## src/rtl/err_irq_pkg.sv

```systemverilog
package err_irq_pkg;
    localparam int unsigned OFF_CTL  = 32'h00;
    localparam int unsigned OFF_STAT = 32'h04;
    localparam int unsigned OFF_MASK = 32'h08;
    localparam int unsigned OFF_EN   = 32'h0C;
    localparam int unsigned OFF_DIS  = 32'h10;

    typedef struct packed {
        logic ctl;
        logic stat;
        logic mask;
        logic en;
        logic dis;
    } reg_sel_t;
endpackage

```

## src/rtl/err_irq_addr_dec.sv

```systemverilog
module err_irq_addr_dec
    import err_irq_pkg::*;
#(
    parameter int ADDR_W = 8
) (
    input  logic [ADDR_W-1:0] addr,
    output reg_sel_t          sel
);
    // Full-width comparison: a misaligned byte address never matches a word.
    always_comb begin
        sel      = '0;
        sel.ctl  = (addr == ADDR_W'(OFF_CTL));
        sel.stat = (addr == ADDR_W'(OFF_STAT));
        sel.mask = (addr == ADDR_W'(OFF_MASK));
        sel.en   = (addr == ADDR_W'(OFF_EN));
        sel.dis  = (addr == ADDR_W'(OFF_DIS));
    end
endmodule

```

## src/rtl/err_irq_state.sv

```systemverilog
module err_irq_state
    import err_irq_pkg::*;
#(
    parameter int NUM_SRC = 1,
    parameter int DATA_W  = 32
) (
    input  logic               clk,
    input  logic               rst_n,
    input  logic               wr_en,
    input  reg_sel_t           sel,
    input  logic [DATA_W-1:0]  wdata,
    input  logic [NUM_SRC-1:0] set_i,
    output logic [NUM_SRC-1:0] stat_o,
    output logic [NUM_SRC-1:0] mask_o,
    output logic               slverr_o
);
    typedef struct packed {
        logic [NUM_SRC-1:0] stat;
        logic [NUM_SRC-1:0] mask;
        logic               slverr;
    } state_t;

    state_t s_d, s_q;
    logic [NUM_SRC-1:0] wbits;

    assign wbits = wdata[NUM_SRC-1:0];

    always_comb begin
        s_d = s_q;
        if (wr_en && sel.stat) s_d.stat = s_q.stat & ~wbits;
        // Hardware set is applied after the clear so that it wins.
        s_d.stat = s_d.stat | set_i;
        if (wr_en && sel.en)   s_d.mask = s_q.mask & ~wbits;
        if (wr_en && sel.dis)  s_d.mask = s_q.mask | wbits;
        if (wr_en && sel.ctl)  s_d.slverr = wdata[0];
    end

    always_ff @(posedge clk or negedge rst_n) begin
        if (!rst_n) begin
            s_q.stat   <= '0;
            s_q.mask   <= '1;
            s_q.slverr <= 1'b0;
        end else begin
            s_q <= s_d;
        end
    end

    assign stat_o   = s_q.stat;
    assign mask_o   = s_q.mask;
    assign slverr_o = s_q.slverr;

    assert_set_R2: assert property (@(posedge clk) disable iff (!rst_n)
        (|set_i) |=> ((stat_o & $past(set_i)) == $past(set_i)));

    assert_w1c_R3: assert property (@(posedge clk) disable iff (!rst_n)
        (wr_en && sel.stat && set_i == '0) |=> ((stat_o & $past(wbits)) == '0));

    assert_mask_ro_R5: assert property (@(posedge clk) disable iff (!rst_n)
        (wr_en && sel.mask) |=> $stable(mask_o));

    assert_enable_R6: assert property (@(posedge clk) disable iff (!rst_n)
        (wr_en && sel.en) |=> ((mask_o & $past(wbits)) == '0));

    assert_disable_R7: assert property (@(posedge clk) disable iff (!rst_n)
        (wr_en && sel.dis) |=> ((mask_o & $past(wbits)) == $past(wbits)));

    assert_ctl_R10: assert property (@(posedge clk) disable iff (!rst_n)
        (wr_en && sel.ctl) |=> (slverr_o == $past(wdata[0])));
endmodule

```

## src/rtl/err_irq_rd_mux.sv

```systemverilog
module err_irq_rd_mux
    import err_irq_pkg::*;
#(
    parameter int NUM_SRC = 1,
    parameter int DATA_W  = 32
) (
    input  logic               clk,
    input  logic               rst_n,
    input  logic               rd_en,
    input  reg_sel_t           sel,
    input  logic [NUM_SRC-1:0] stat,
    input  logic [NUM_SRC-1:0] mask,
    input  logic               slverr,
    output logic [DATA_W-1:0]  rdata
);
    logic [DATA_W-1:0] word;
    logic [DATA_W-1:0] rdata_d, rdata_q;

    always_comb begin
        word = '0;
        if (sel.ctl)  word = DATA_W'(slverr);
        if (sel.stat) word = DATA_W'(stat);
        if (sel.mask) word = DATA_W'(mask);
        rdata_d = rd_en ? word : '0;
    end

    always_ff @(posedge clk or negedge rst_n) begin
        if (!rst_n) rdata_q <= '0;
        else        rdata_q <= rdata_d;
    end

    assign rdata = rdata_q;

    assert_idle_zero_R11: assert property (@(posedge clk) disable iff (!rst_n)
        !rd_en |=> (rdata == '0));

    assert_cmd_reads_zero_R8: assert property (@(posedge clk) disable iff (!rst_n)
        (rd_en && (sel.en || sel.dis)) |=> (rdata == '0));
endmodule

```

## src/rtl/err_irq_regs.sv

```systemverilog
module err_irq_regs
    import err_irq_pkg::*;
#(
    parameter int NUM_SRC = 1,
    parameter int ADDR_W  = 8,
    parameter int DATA_W  = 32
) (
    input  logic               clk,
    input  logic               rst_n,
    input  logic               wr_en,
    input  logic               rd_en,
    input  logic [ADDR_W-1:0]  addr,
    input  logic [DATA_W-1:0]  wdata,
    output logic [DATA_W-1:0]  rdata,
    input  logic [NUM_SRC-1:0] err_set_i,
    output logic               slverr_en_o,
    output logic               irq_o
);
    reg_sel_t           sel;
    logic [NUM_SRC-1:0] stat, mask;

    err_irq_addr_dec #(.ADDR_W(ADDR_W)) u_dec (
        .addr (addr),
        .sel  (sel)
    );

    err_irq_state #(.NUM_SRC(NUM_SRC), .DATA_W(DATA_W)) u_state (
        .clk      (clk),
        .rst_n    (rst_n),
        .wr_en    (wr_en),
        .sel      (sel),
        .wdata    (wdata),
        .set_i    (err_set_i),
        .stat_o   (stat),
        .mask_o   (mask),
        .slverr_o (slverr_en_o)
    );

    err_irq_rd_mux #(.NUM_SRC(NUM_SRC), .DATA_W(DATA_W)) u_rd (
        .clk    (clk),
        .rst_n  (rst_n),
        .rd_en  (rd_en),
        .sel    (sel),
        .stat   (stat),
        .mask   (mask),
        .slverr (slverr_en_o),
        .rdata  (rdata)
    );

    assign irq_o = |(stat & ~mask);

    assert_masked_quiet_R9: assert property (@(posedge clk) disable iff (!rst_n)
        (&mask) |-> !irq_o);

    assert_pending_fires_R9: assert property (@(posedge clk) disable iff (!rst_n)
        (|err_set_i && ((err_set_i & ~mask) == err_set_i) && !(wr_en && (sel.dis || sel.en)))
        |=> irq_o);
endmodule

```

## config.mk

```make
export PLATFORM = sky130hd
export DESIGN_NAME = err_irq_regs
export DESIGN_NICKNAME = d
export VERILOG_FILES = /design/src/rtl/err_irq_pkg.sv /design/src/rtl/err_irq_addr_dec.sv /design/src/rtl/err_irq_state.sv /design/src/rtl/err_irq_rd_mux.sv /design/src/rtl/err_irq_regs.sv
export SDC_FILE = /design/constraint.sdc
export NUM_CORES = 1
export LEC_CHECK = 0
export ABC_AREA = 1
export BUFFER_PORTS_ARGS = -buffer_cell sky130_fd_sc_hd__buf_2
export CAP_MARGIN = 10
export CORE_MARGIN = 8
export CORE_UTILIZATION = 32
export DETAILED_ROUTE_END_ITERATION = 10
export PLACE_DENSITY = 0.81
export SYNTH_ARGS = -nofsm -noshare
export SYNTH_HDL_FRONTEND = slang
export SYNTH_SLANG_ARGS = --single-unit
```

## constraint.sdc

```tcl
create_clock -name clk -period 1.3 [get_ports clk]
set_input_delay 0.065 -clock clk [delete_from_list [all_inputs] [get_ports clk]]
set_output_delay 0.065 -clock clk [all_outputs]
set_load 0.02 [all_outputs]
```

==> flow_summary.ini <==
[global_routing]
grt-busiest-layer = met2
grt_use_total = 0.06798
grt_pass1_wl_mm = 1.759
antenna_found_initial = 0
first_global_vias = 459
grt_start_max_net_pins = 7
grt_use_met3 = 0.02609
met2_usage = 0.1276
grt_overflow = 0
grt_use_met1 = 0.05514

[worst_hold_path]
hold-path-endpoint = u_state.stat_o
hp-class = in -> reg
whs_path_depth = 2
worstHoldStart = err_set_i

[clock_network]
cts_tree = done
clkSinkCount = 4
clk_pin_slew_worst_paths_ns = 0.04
post-cts-setup-buffer-count = 0
cts_root_buffer = clkbuf_4
cts_buffer_depth = 2
htree_levels = 1
numCtsBuffers = 3
insertion_delay_ns = 0.24

[worst_setup_path]
cp-start-kind = flop
required_ns = 1.24
worst_ep_arrival_time_ns = 0.96
timing.reg2reg.setup_slack_ns = 0.50
reg2reg_to = u_rd.rdata[0]
cp-end-kind = output pin
path_class = reg -> out
rr_worst_depth = 4
r2r-start = u_state.slverr_o
cp_max_fo = 3

[timing]
clock.fmax_ghz = 0.9790
finalSetupViolations = 0
rsz0062_at_grt = no
holdWs_ns = 0.006176
hold_viol = 0
fin_crit_sh = 0.7857
min_period_ns = 1.021
slew_viol_final = 0
fin_skew_ns = 0.008286
tns_ns = 0

[yosys]
syn_inst = 81
synth_top_area_frac = 0.4061
synth_top_family_by_area = buffers and inverters
synth_top_area_cell = buf_4
synth-adder-area-share = 0
yosysWarningCount = 0
synth_cell_type_count = 18
avgSynthCellArea_um2 = 7.075
synth-seq-cells = 4
synth.area.mux_share = 0
synthSimpleGateAreaFrac = 0.3079
synth_compound_area_frac = 0.03057
synth.most_common_cell = buf_4
synthesis.area_um2 = 573.1
async_flop_share = 1.000
synth_ff_type = dfrtp_1
synth_enable_flop_cells = 0
synthTopCellsByArea = buf_4 (41%), dfrtp_1 (13%), nand2_1 (5.9%)
ys_seq_area_frac = 0.1769
synth_xor_area_frac = 0
yosys-top-cells-count = buf_4 (31), nand2_1 (9), inv_2 (7), nor2_1 (6), nand3_1 (5)

[drt]
drc = 0
vias = 442
drt_iter0_markers = 4
viasPerCell = 3.508
postRouteAntennaNets = 0
dr.pass1.iters = 2
post_drt_wl_per_cell_um = 8.984
wl_mm = 1.132

[power_and_ir_drop]
irDropWorstVdd_uv = 345.2
p_seq_frac = 0.284
netSwitchingFraction = 0.4025
p_int_w = 0.0002771
p_clk_frac = 0.372
p_comb_frac = 0.344
p_leak_nw = 0.3769
finalPower_w = 0.0004638
switchingPower_w = 0.0001867
p_per_area_nw_per_um2 = 772.3

[cells_and_area]
multiInputGateArea_um2 = 310.3
area_growth_syn_to_layout_pct = 4.803
nNetsFinal = 147
postLayoutCellArea_um2 = 600.6
register_area_um2 = 101.3
n_fill_cell = 197
drive_gt1_frac = 0.3465
diodes = 0

[placement]
hpwlAfterDp_mm = 1.040
io_buffers = 16
gp_congestion = 0.6742
dpl_cell_area_um2 = 564.3

[flow_run]
drv_cap = 0

[die]
fp.dieW_um = 58.32
pin_count = 79
initial_core_util = 0.3355
core_area_um2 = 1708
fp-row-count = 15
dieArea_um2 = 3401
die_y_um = 58.32

[outcome]
outcome = finished clean
==> cells by family after synthesis <==
family	after synthesis
buffers and inverters	42
and+or+nand+nor	31
DFF	4
AOI/OAI and AO/OA	3
other	1
==> worst max-delay path: stages (launching register included) <==
cell	delay (ns)
dfstp_2	0.53
nor2_1	0.04
buf_2	0.15
==> routing by layer <==
layer	vias up	share of wire
li1	227	-
met1	187	0.34
met2	24	0.54
met3	4	0.095
met4	0	0.025
met5	-	0
==> stage by stage <==
stage | std cells | setup WS [ns] | util
3_5_place_dp | 121 | 0.4484 | 0.3304
2_1_floorplan | 111 | 0.4754 | -
4_1_cts | 126 | 0.2662 | 0.3516
6_report | 126 | 0.2786 | 0.3516
5_1_grt | 126 | 0.2521 | 0.3516
3_3_place_gp | 121 | 0.4975 | 0.3304
==> power by group through the flow <==
stage	registers [W]	clock network [W]	logic, W
after CTS	0.000132	0.000178	0.000156
after global routing	0.000133	0.000177	0.000174
final	0.000132	0.000172	0.000159
after floorplan	0.000135	0	0.000190
after global placement	0.000133	0	0.000151
after detailed placement	0.000134	0	0.000154
==> cell type report <==
cell class              count  area share
inverters                  11     0.06875
repair buffers             17      0.1500
clock buffers               4     0.04375
flip-flops and latches      4      0.1687
multi-input cells          65      0.5167
well taps                  25     0.05208
==> timing repair <==
item                                   CTS  global route
hold buffers                             1             0
setup endpoints to repair                0             0
resized for setup                        0             0
endpoints found under the hold margin    4             0
==> layout by cell type, fill, tap and decap left out <==
| master | instances |
|---|---|
| inv_1 | 4 |
| nand3_1 | 5 |
| clkbuf_4 | 3 |
| dlygate4sd3_1 | 1 |
| nor2_1 | 6 |
| inv_2 | 7 |
| nand2_2 | 3 |
| buf_2 | 16 |
| dfrtp_1 | 3 |
| nand4_1 | 1 |
| nor2_4 | 1 |
| nand2_4 | 2 |
| nand2_1 | 9 |
| clkbuf_1 | 1 |
| nor2_8 | 1 |
| nor3_1 | 2 |
| nor2_2 | 1 |
| a21o_1 | 1 |
| conb_1 | 31 |
| o21ai_1 | 2 |
| dfstp_2 | 1 |
==> how the worst max path moves through the flow <==
stage / start / endpoint / slack (ns) / cells past startpoint
6_report: flop / irq_o / 0.28 / 2
5_1_grt: flop / irq_o / 0.25 / 2
4_1_cts: flop / irq_o / 0.27 / 2
3_5_place_dp: addr[3] / u_state.stat_o / 0.45 / 6
3_3_place_gp: addr[6] / u_rd.rdata[0] / 0.50 / 7
2_1_floorplan: u_state.slverr_o / u_rd.rdata[0] / 0.48 / 4
(Power assumes the default switching activity.)
